==> src/rtl/ext_status_latch.sv <==
module ext_status_latch #(
  parameter int DW = 8,
  parameter int AW = 4
) (
  input  logic          clk,
  input  logic          rst_n,
  input  logic          wr_en,
  input  logic [AW-1:0] wr_addr,
  input  logic [DW-1:0] wr_data,
  input  logic          brk_in,
  input  logic          txund_in,
  input  logic          cts_in,
  input  logic          hunt_in,
  input  logic          dcd_in,
  input  logic          txe_in,
  input  logic          zc_in,
  input  logic          rxa_in,
  output logic [DW-1:0] stat_rr0,
  output logic          stat_pend,
  output logic          irq
);
  localparam logic [AW-1:0] REG_CMD = AW'(0);
  localparam logic [AW-1:0] REG_IEN = AW'(1);
  localparam logic [AW-1:0] REG_MST = AW'(9);
  localparam logic [AW-1:0] REG_SRC = AW'(15);
  localparam logic [DW-1:0] WATCH   = DW'(8'hFA);
  localparam logic [2:0]    CMD_CLR = 3'b010;

  logic [DW-1:0] live, snap_q, en_q;
  logic pend_q, sie_q, mie_q;

  assign live = DW'({brk_in, txund_in, cts_in, hunt_in, dcd_in, txe_in, zc_in, rxa_in});

  wire clr_cmd = wr_en && (wr_addr == REG_CMD) && (wr_data[5:3] == CMD_CLR);
  wire ch_rst  = wr_en && (wr_addr == REG_MST) && (wr_data[7:6] != 2'b00);
  wire hit     = sie_q && (|((live ^ snap_q) & en_q));

  always_ff @(posedge clk or negedge rst_n) begin
    if (!rst_n) begin
      pend_q <= 1'b0;
      sie_q  <= 1'b0;
      mie_q  <= 1'b0;
      en_q   <= '0;
      snap_q <= '0;
    end else if (ch_rst) begin
      pend_q <= 1'b0;
      sie_q  <= 1'b0;
      mie_q  <= 1'b0;
      en_q   <= '0;
      snap_q <= live;
    end else begin
      if (wr_en && wr_addr == REG_IEN) sie_q <= wr_data[0];
      if (wr_en && wr_addr == REG_MST) mie_q <= wr_data[3];
      if (wr_en && wr_addr == REG_SRC) en_q  <= wr_data & WATCH;
      if (pend_q) begin
        if (clr_cmd) pend_q <= 1'b0;
      end else begin
        snap_q <= live;
        if (hit) pend_q <= 1'b1;
      end
    end
  end

  assign stat_rr0  = pend_q ? ((snap_q & WATCH) | (live & ~WATCH)) : live;
  assign stat_pend = pend_q;
  assign irq       = pend_q & mie_q;
endmodule

==> config.mk <==
export PLATFORM = sky130hd
export DESIGN_NAME = ext_status_latch
export DESIGN_NICKNAME = d
export VERILOG_FILES = /design/src/rtl/ext_status_latch.sv
export SDC_FILE = /design/constraint.sdc
export NUM_CORES = 1
export LEC_CHECK = 0
export BUFFER_PORTS_ARGS = -buffer_cell sky130_fd_sc_hd__buf_2
export CAP_MARGIN = 40
export CORE_MARGIN = 3
export CORE_UTILIZATION = 40
export CTS_BUF_LIST = sky130_fd_sc_hd__clkbuf_16
export DETAILED_ROUTE_END_ITERATION = 16
export GPL_ROUTABILITY_DRIVEN = 1
export HOLD_SLACK_MARGIN = 0.06
export PLACE_DENSITY = 0.68
export SETUP_SLACK_MARGIN = 0.2
export SLEW_MARGIN = 25
export SYNTH_ARGS = -nofsm -noshare
export SYNTH_HDL_FRONTEND = slang
export SYNTH_SLANG_ARGS = --single-unit
export TNS_END_PERCENT = 30
==> constraint.sdc <==
create_clock -name clk -period 1.7 [get_ports clk]
set_input_delay 0.255 -clock clk [delete_from_list [all_inputs] [get_ports clk]]
set_output_delay 0.255 -clock clk [all_outputs]
set_load 0.02 [all_outputs]
[Word level (Yosys, flattened, before mapping)]
Index checks and enable logic that the tools add are counted.
Word-level totals
  flip-flop bits (word level): 19
  input port bits: 23
  output and inout port bits: 10
  word-level logic and storage cells: 40
Operators by class
  equal/unequal tests: 5
  multiplexer cells: 13
  bitwise logic cells: 4
  reductions and logical operators: 13
Operator list (count)
  8-bit 2-to-1 mux: 5
  8-bit bitwise AND: 1
  4-bit == test, second input constant: 2
  1-bit 2-to-1 mux: 8
  8-bit by 3-bit OR with 8-bit output: 1
  2-bit nonzero test: 4
  8-bit OR reduction: 1
  8-bit bitwise XOR: 1
  1-bit logical AND: 7
  4-bit by 1-bit == test with 1-bit output, second input constant: 1
  4-bit logical NOT: 1
  3-bit by 2-bit == test with 1-bit output, second input constant: 1
  2-bit by 1-bit inequality test with 1-bit output, second input constant: 1
  1-bit bitwise AND: 1

[Logic depth before layout (Yosys ltp)]
  word-level depth: 7
  gate-level depth with buffers: 5
  gate-level depth less buffers: 4

[Least setup slack after synthesis]
Ideal clock, no wire load.
  path type: register -> output
  start point: reg pend_q, in the netlist stat_pend
  end point: out stat_rr0[1]
  arrival: 1.239 ns
  required time: 1.445 ns
  path slack: 0.206 ns
  stages on the path, launching flop included: 3
  buffers on the path: 1
  path through: dfrtp_1 buf_1 mux2_2
On the way
  cells in the longest elaborated chain, start to end: 1
Ends and longest elaborated chain
  start: declaration: line 30  | logic pend_q, sie_q, mie_q;
  start signal: assignment: line 40  | pend_q <= 1'b0;
  start signal: assignment: line 46  | pend_q <= 1'b0;
  start signal: assignment: line 56  | if (clr_cmd) pend_q <= 1'b0;
  8-bit 2-to-1 mux: line 64  | assign stat_rr0 = pend_q ? ((snap_q & WATCH) | (live & ~WATCH)) : live;
  end: declaration: line 18  | output logic [DW-1:0] stat_rr0,
Every way passes these cells.

[Worst setup path after layout]
  start point: reg pend_q, in the netlist stat_pend
  end point: out stat_rr0[6]
The elaborated chain is that of the path after synthesis.

==> impl_metrics.yaml <==
detailed_routing:
  firstDrtPassIters: 4
  routed_wl_um: 2060
  via_per_inst: 5.33
  num_vias: 714
  drc: 0
  routedWlPerCell_um: 15.4
  antenna_left: 0
  drt_iter0_markers: 23
worst_setup_path:
  crit_family: "flip-flops"
  cp_data_arrival_time_ps: 1250
  cp-start-kind: "register"
  crit_slowest_cell: "dfrtp_1"
  cp.buffers_inverters: 2
  crit_path_max_incr_delay_ps: 410
  end_kind: "output port"
  crit_chain: "buf_6 -> mux2_4 -> buf_6"
  crit_path_frequent_cell: "buf_6"
  criticalPathCategory: "reg -> out"
  required_ps: 1440
  crit_fanout: 5
layout:
  layout_common_cells: "buf_2 (22), dfrtp_1 (15), mux2_2 (7), buf_6 (7), xor2_1 (6)"
  drive_gt1_share_pct: 46.8
  utilization_pct: 63.0
  diodes: 0
  final_common_cell: "buf_2"
  syn2layout_area_growth_pct: 39.9
  layout.nets: 133
pwr:
  peakVddDrop_mv: 0.808
  powerDensity_nw_per_um2: 1390
  power_leakage_nw: 0.581
  p_total_mw: 1.61
global_routing:
  grt_pass1_wl_um: 3220
  grt_util_all_layers_pct: 16.7
  grt_max_degree: 16
  antenna_found_initial: 0
  overflow: 0
  grt_pass1_vias: 704
logic_synthesis:
  synthesis.nets: 99
  syn_area_per_cell_sq_um: 10.9
  synth.cell_area_sq_um: 828
  yosysWarnings: 0
  async_flop_share_pct: 100
  synthCells: 76
  synth_edf_count: 0
  seq_area_frac_synth_pct: 45.3
  ys.flop_type: "dfrtp_1"
  synth.ff_latch_count: 15
  ys_types: 25
clocking:
  cts_buffers: 3
  cts.sink_count: 15
  insertion_delay_ps: 240
  cts_tree: "done"
  htree_levels: 1
  cts_max_path_buffers: 2
  clkSlewWorstSetupHoldPaths_ps: 50
  cts-root-buf: "clkbuf_16"
placement:
  place_congestion: 0.795
  dp_hpwl_um: 1420
  port_buffers: 27
floorplan:
  rows: 15
  dieArea_sq_um: 2650
  ios: 33
  core_area_sq_um: 1840
  die_y_um: 51.5
  start_util_pct: 45.0
  die_x_um: 51.5
timing:
  finalSetupViolations: 0
  rsz0062_at_grt: "yes"
  tightest_slew_ps: 544
  max_freq_mhz: 663
  fin_crit_sh_pct: 88.7
  holdWs_ps: 253
  finalHoldViolations: 0
  fin_skew_ps: 2.92
  finalSetupTns_ps: 0
  finalCriticalPeriod_ps: 1510
  finalMaxSlewViolations: 0
  slew_headroom_pct: 63.2
worst_hold_path:
  hold_path_class: "in -> reg"
status:
  status: "finished clean"
job:
  max_cap_viol_count: 0
==> sequential cells by signal, summed over array words and instances (netlist names) <==
signal     cells
en_q           6
mie_q          1
stat_pend      1
snap_q         6
sie_q          1
==> cells in the mapped netlist (all sizes together) (2+ instances only) <==
| library cell | count | area share (%) |
|---|---|---|
| nand2 | 5 | 2.3 |
| inv | 2 | 0.91 |
| o21ai | 4 | 3.8 |
| buf | 5 | 3.5 |
| dfrtp | 15 | 45 |
| mux2 | 12 | 16 |
| o22ai | 2 | 1.5 |
| a21oi | 2 | 1.2 |
| mux2i | 4 | 4.8 |
| nor2 | 5 | 2.3 |
| xor2 | 6 | 6.3 |
| nand3 | 3 | 1.8 |
| nor4b | 2 | 2.1 |
==> path summary, 6_finish.rpt <==
check,endpoint,cells past startpoint,start,slack [ps]
max,stat_rr0[6],3,stat_pend,190
min,en_q[1],3,wr_data[1],250
max reg2reg,snap_q[5],4,stat_pend,420
min reg2reg,mie_q,2,mie_q,500
max in group asynchronous,sie_q,2,rst_n,990
min in group asynchronous,snap_q[7],2,rst_n,450
==> final cells by class <==
cell class | instances | area (sq um)
tap | 25 | 31.3
clock inverter | 1 | 5.00
inverter | 2 | 7.51
fill | 163 | 681
timing repair buffer | 34 | 229
clock buffer | 3 | 75.1
multi-input combinational | 54 | 435
sequential | 15 | 375
==> routing by layer <==
metal  up-vias  track usage [%]  wire, um
met5         -                0         0
met4         0             9.17        46
met3         6             5.16       140
met2        30             25.6      1090
met1       342             20.9       789
li1        336                -         -
==> metrics by stage <==
stage / instances / setup WS (ps) / area, sq um
finish: 134 / 192 / 1160
global placement: 128 / 128 / 1000
floorplan: 76 / 206 / 828
global route: 134 / 143 / 1160
detailed placement: 128 / 123 / 1000
CTS: 134 / 172 / 1140
==> timing repair <==
action                                  CTS  global route
hold endpoints to repair                 15             0
setup buffers                             1             0
hold buffers                              1             0
endpoints found under the setup margin    6             6
resized for setup                        12             5
==> cell families after synthesis <==
| kind of cell | synth area share, % |
|---|---|
| xor gates and xnor gates | 6.34 |
| AOI/OAI and AO/OA | 10.4 |
| buffers and inverters | 4.38 |
| and+or+nand+nor | 12.4 |
| muxes | 21.1 |
| DFF | 45.3 |
==> report_power, final <==
| group | leakage [nW] | switching [mW] | internal (mW) |
|---|---|---|---|
| clock | 0.0409 | 0.144 | 0.314 |
| sequential | 0.186 | 0.0719 | 0.447 |
| combinational | 0.353 | 0.287 | 0.342 |
| total | 0.581 | 0.503 | 1.10 |
==> worst min-delay path: cells and delay by family <==
family                 cells  cell delay (ps)
multiplexers               1               50
buffers and inverters      1               80
AND/OR/NAND/NOR            1               80
Power figures use the tool's default switching activity.
